<file path="src/rtl/irq_agg_pkg.sv">
package irq_agg_pkg;
    localparam int unsigned IRQ_SRC_CNT  = 14;
    localparam int unsigned IRQ_DATA_W   = 32;
    localparam int unsigned IRQ_ADDR_W   = 4;
    localparam int unsigned IRQ_RSTB_POS = 16;
    localparam int unsigned IRQ_CAUSE_OFS = 0;
    localparam int unsigned IRQ_MASK_OFS  = 4;

    typedef enum logic [1:0] {
        SEL_NONE  = 2'd0,
        SEL_CAUSE = 2'd1,
        SEL_MASK  = 2'd2
    } reg_sel_e;
endpackage

</file>
<file path="src/rtl/irq_cause_reg.sv">
module irq_cause_reg #(
    parameter int unsigned NUM_SRC = 14,
    parameter int unsigned DATA_W  = 32,
    parameter int unsigned RST_POS = 16
) (
    input  logic               clk,
    input  logic               rst_n,
    input  logic [NUM_SRC-1:0] src_req,
    input  logic               rst_state_in,
    output logic [NUM_SRC-1:0] lvl_nxt,
    output logic [NUM_SRC-1:0] lvl_cur,
    output logic [DATA_W-1:0]  cause_word
);
    typedef struct packed {
        logic [NUM_SRC-1:0] lvl;
        logic               rst_lvl;
    } cause_st_t;

    cause_st_t st_d, st_q;

    always_comb begin
        st_d         = st_q;
        st_d.lvl     = src_req;
        st_d.rst_lvl = rst_state_in;
    end

    always_ff @(posedge clk or negedge rst_n) begin
        if (!rst_n) st_q <= '0;
        else        st_q <= st_d;
    end

    assign lvl_nxt = st_d.lvl;
    assign lvl_cur = st_q.lvl;

    for (genvar b = 0; b < DATA_W; b++) begin : g_word
        if (b < NUM_SRC) begin : g_src
            assign cause_word[b] = st_q.lvl[b];
        end else if (b == RST_POS) begin : g_rst
            assign cause_word[b] = st_q.rst_lvl;
        end else begin : g_zero
            assign cause_word[b] = 1'b0;
        end
    end

    logic seen_q;
    always_ff @(posedge clk or negedge rst_n) begin
        if (!rst_n) seen_q <= 1'b0;
        else        seen_q <= 1'b1;
    end

    p_cause_follows_r1: assert property (@(posedge clk) disable iff (!rst_n)
        seen_q |-> (cause_word[NUM_SRC-1:0] == $past(src_req)));
    p_rst_bit_follows_r2: assert property (@(posedge clk) disable iff (!rst_n)
        seen_q |-> (cause_word[RST_POS] == $past(rst_state_in)));
    p_reserved_zero_r3: assert property (@(posedge clk) disable iff (!rst_n)
        $countones(cause_word) == $countones(cause_word[NUM_SRC-1:0]) + (cause_word[RST_POS] ? 1 : 0));
endmodule

</file>
<file path="src/rtl/irq_mask_reg.sv">
module irq_mask_reg #(
    parameter int unsigned NUM_SRC = 14,
    parameter int unsigned DATA_W  = 32
) (
    input  logic               clk,
    input  logic               rst_n,
    input  logic               wr_en,
    input  logic [DATA_W-1:0]  wdata,
    output logic [NUM_SRC-1:0] mask_nxt,
    output logic [NUM_SRC-1:0] mask_cur
);
    typedef struct packed {
        logic [NUM_SRC-1:0] bits;
    } mask_st_t;

    mask_st_t st_d, st_q;

    always_comb begin
        st_d = st_q;
        if (wr_en) st_d.bits = wdata[NUM_SRC-1:0];
    end

    always_ff @(posedge clk or negedge rst_n) begin
        if (!rst_n) st_q <= '0;
        else        st_q <= st_d;
    end

    assign mask_nxt = st_d.bits;
    assign mask_cur = st_q.bits;

    p_mask_hold_r4: assert property (@(posedge clk) disable iff (!rst_n)
        !wr_en |=> $stable(mask_cur));
    p_mask_load_r5: assert property (@(posedge clk) disable iff (!rst_n)
        wr_en |=> (mask_cur == $past(wdata[NUM_SRC-1:0])));
endmodule

</file>
<file path="src/rtl/irq_combine.sv">
module irq_combine #(
    parameter int unsigned NUM_SRC = 14
) (
    input  logic               clk,
    input  logic               rst_n,
    input  logic [NUM_SRC-1:0] lvl_nxt,
    input  logic [NUM_SRC-1:0] mask_nxt,
    input  logic [NUM_SRC-1:0] lvl_cur,
    input  logic [NUM_SRC-1:0] mask_cur,
    output logic               irq_out
);
    typedef struct packed {
        logic irq;
    } comb_st_t;

    comb_st_t st_d, st_q;

    always_comb begin
        st_d     = st_q;
        st_d.irq = |(lvl_nxt & mask_nxt);
    end

    always_ff @(posedge clk or negedge rst_n) begin
        if (!rst_n) st_q <= '0;
        else        st_q <= st_d;
    end

    assign irq_out = st_q.irq;

    p_irq_matches_r7: assert property (@(posedge clk) disable iff (!rst_n)
        irq_out == ($countones(lvl_cur & mask_cur) != 0));
    p_irq_off_when_masked_r6: assert property (@(posedge clk) disable iff (!rst_n)
        (mask_cur == '0) |-> !irq_out);
endmodule

</file>
<file path="src/rtl/irq_cause_agg.sv">
module irq_cause_agg
    import irq_agg_pkg::*;
#(
    parameter int unsigned NUM_SRC = IRQ_SRC_CNT,
    parameter int unsigned DATA_W  = IRQ_DATA_W,
    parameter int unsigned ADDR_W  = IRQ_ADDR_W,
    parameter int unsigned RST_POS = IRQ_RSTB_POS
) (
    input  logic               clk,
    input  logic               rst_n,
    input  logic [NUM_SRC-1:0] src_req,
    input  logic               rst_state_in,
    input  logic [ADDR_W-1:0]  bus_addr,
    input  logic               bus_wr,
    input  logic               bus_rd,
    input  logic [DATA_W-1:0]  bus_wdata,
    output logic [DATA_W-1:0]  bus_rdata,
    output logic               cpu_irq
);
    localparam logic [ADDR_W-1:0] CAUSE_ADDR = ADDR_W'(IRQ_CAUSE_OFS);
    localparam logic [ADDR_W-1:0] MASK_ADDR  = ADDR_W'(IRQ_MASK_OFS);

    logic [NUM_SRC-1:0] lvl_nxt, lvl_cur, mask_nxt, mask_cur;
    logic [DATA_W-1:0]  cause_word;
    reg_sel_e           sel;
    logic               mask_wr;

    always_comb begin
        if (bus_addr == CAUSE_ADDR)     sel = SEL_CAUSE;
        else if (bus_addr == MASK_ADDR) sel = SEL_MASK;
        else                            sel = SEL_NONE;
    end

    assign mask_wr = bus_wr && (sel == SEL_MASK);

    irq_cause_reg #(.NUM_SRC(NUM_SRC), .DATA_W(DATA_W), .RST_POS(RST_POS)) u_cause (
        .clk(clk), .rst_n(rst_n), .src_req(src_req), .rst_state_in(rst_state_in),
        .lvl_nxt(lvl_nxt), .lvl_cur(lvl_cur), .cause_word(cause_word)
    );

    irq_mask_reg #(.NUM_SRC(NUM_SRC), .DATA_W(DATA_W)) u_mask (
        .clk(clk), .rst_n(rst_n), .wr_en(mask_wr), .wdata(bus_wdata),
        .mask_nxt(mask_nxt), .mask_cur(mask_cur)
    );

    irq_combine #(.NUM_SRC(NUM_SRC)) u_comb (
        .clk(clk), .rst_n(rst_n), .lvl_nxt(lvl_nxt), .mask_nxt(mask_nxt),
        .lvl_cur(lvl_cur), .mask_cur(mask_cur), .irq_out(cpu_irq)
    );

    always_comb begin
        bus_rdata = '0;
        if (bus_rd) begin
            unique case (sel)
                SEL_CAUSE: bus_rdata = cause_word;
                SEL_MASK:  bus_rdata = {{(DATA_W-NUM_SRC){1'b0}}, mask_cur};
                default:   bus_rdata = '0;
            endcase
        end
    end

    p_idle_rdata_r9: assert property (@(posedge clk) disable iff (!rst_n)
        !bus_rd |-> (bus_rdata == '0));
    p_rst_bit_no_irq_r8: assert property (@(posedge clk) disable iff (!rst_n)
        (lvl_cur == '0) |-> !cpu_irq);
endmodule

</file>
<file path="config.mk">
export PLATFORM = sky130hd
export DESIGN_NAME = irq_cause_agg
export DESIGN_NICKNAME = d
export VERILOG_FILES = /design/src/rtl/irq_agg_pkg.sv /design/src/rtl/irq_cause_reg.sv /design/src/rtl/irq_mask_reg.sv /design/src/rtl/irq_combine.sv /design/src/rtl/irq_cause_agg.sv
export SDC_FILE = /design/constraint.sdc
export NUM_CORES = 1
export LEC_CHECK = 0
export CAP_MARGIN = 20
export CORE_AREA = 2 2 78 61
export CTS_CLUSTER_DIAMETER = 80
export DETAILED_ROUTE_END_ITERATION = 8
export DIE_AREA = 0 0 80 63
export GPL_ROUTABILITY_DRIVEN = 0
export PLACE_DENSITY = 0.84
export SKIP_CTS_REPAIR_TIMING = 1
export SYNTH_ARGS = -nofsm -noshare
export SYNTH_HDL_FRONTEND = slang
export SYNTH_HIERARCHICAL = 1
export SYNTH_SLANG_ARGS = --single-unit
</file>
<file path="constraint.sdc">
create_clock -name clk -period 5.8 [get_ports clk]
set_clock_uncertainty 0.2 [all_clocks]
set_input_delay 1.45 -clock clk [delete_from_list [all_inputs] [get_ports clk]]
set_output_delay 1.45 -clock clk [all_outputs]
set_load 0.005 [all_outputs]
</file>
==> impl_results.md <==
* Share of cells above drive strength 1 at 0.246
* Pin count of the biggest net entering global routing at 31
* Clk buf depth at 2
* Post-route cell area at 0.00218 mm2
* Cells after synthesis at 143
* Residual DRC at 0
* Initial core utilization at 0.396
* Fin. max-slew vios at 0
* Die height at 63 um
* 1st-iter DRT viols at 50
* Core Rows at 21
* First-pass GRT wire length at 5350 um
* Post-DR wirelength/cell at 13.6 um
* NumNets Final at 238
* Root buffer cell: clkbuf_8
* Max H-tree Level at 2
* Clock slew at the register clock pins of the worst setup and hold paths at 0.06 ns
* DP HPWL at 2460 um
* Via count at 1101
* Required time worst endpoint at 4.15 ns
* CTS tree: built
* CP Capture Type: output port
* Fin Setup TNS at 0 ns
* Ports at 88
* Setup ws final at 0.735 ns
* Min-delay worst type: flop to flop
* Drt pass-1 iters at 4
* Clock sink count at 30
* Most frequent cells in the layout: clkdlybuf4s50_1, dfrtp_1, conb_1, nor3b_2
* Final setup viols at 0
* Worst EP arrival at about 3.4 ns
* DP Worst Slack at 0.731 ns
* Detailed Route WL at 3260 um
* Final hold vios at 0
* Unrepaired setup endpoints after global routing: no
* Rel. slew slack at 0.646
* Synth warn at 6
* Fill count at 396
* Syn-to-layout area delta at 27.8%
* Reg2reg setup slack at 4.33 ns
* # port buffers at 52
* Post-route minimum period at 5.07 ns
* Peak VDD IR at 140 uV
* Fmax achieved at roughly 200 MHz
* Final cell utilization of the core at 0.507
* Most common cell after layout, fill and taps aside: clkdlybuf4s50_1
* Initial antenna violation count at 0
* Startpoint Class: input pin
* Critical path class: input pin to output port
* CTS Buf Count at 5
* Hold_ws at 0.326 ns
* Worst Max-Slew Pin Slew at roughly 0.53 ns
* Syn Area/Cell at 11.9 um2
* Antenna Nets Post-Route at 0
* Number of global-route vias before repair at 1119
* Die area at 0.00504 mm2
* Leakage Power at 0.000897 uW
* Cell area after placement at roughly 0.0021 mm2
* Max-cap viol count at 0
* Power Density at 234 mW/mm2
* Final critical-path share of the clock period at 0.873
* CORE AREA at 0.00431 mm2
* Diodes inserted at 0
* Mapped cell area at roughly 0.0017 mm2
* Die Span X at 80 um
* Status: complete, no violations
* GR Overflow Total at 0
* GR Util All Layers at 0.140
* Vias per std cell at 4.59
* Worst-path maximum fanout at 22
* Clock latency on the worst-skew pair at roughly 0.28 ns
layer usage:
layer	track usage	up-vias	wire length, um
li1	-	521	-
met1	0.157	537	1280
met2	0.245	38	1710
met3	0.0462	5	230
met4	0.0551	0	38
met5	0	-	0
metrics by stage:
stage / power (uW) / std cells
global route: 542 / 240
finish: 512 / 240
floorplan: 328 / 159
CTS: 520 / 240
detailed placement: 363 / 233
global placement: 358 / 233
where the power goes:
part / switching [uW] / total (uW) / internal [uW]
logic: 42.6 / 107 / 63.9
registers: 12.1 / 250 / 238
clock network: 74.9 / 155 / 80.2
total: 130 / 512 / 382
worst max-delay path, cell delays in order:
cell             delay, ns
clkdlybuf4s50_1       0.44
or4b_1                0.56
buf_4                 0.25
nor3b_2               0.19
clkdlybuf4s50_1       0.52
cell type report:
type	count	area (um2)	area share
Tap cell	57	71.3	0.0327
Clock buffer	5	68.8	0.0315
Timing Repair Buffer	57	553	0.253
Multi-Input combinational cell	89	729	0.334
Clock inverter	2	10.0	0.00458
Sequential cell	30	751	0.344
final timing paths:
check,end,start,cells past startpoint
worst max-delay path,bus_rdata[16],bus_addr[3],5
worst min-delay path,u_mask/mask_cur[8],u_mask/mask_cur[8],1
worst max register to register,u_comb/irq_out,u_mask/mask_cur[3],4
worst min register to register,u_mask/mask_cur[8],u_mask/mask_cur[8],1
max in group asynchronous,u_cause/lvl_cur[0],rst_n,2
min in group asynchronous,u_mask/mask_cur[10],rst_n,2
state kept, by name, indices dropped and copies added, names as in the netlist:
register            flops
u_comb/irq_out          1
u_cause/cause_word      1
u_mask/mask_cur        14
u_cause/lvl_cur        14
Note: power is estimated with default switching activity, not from simulation.
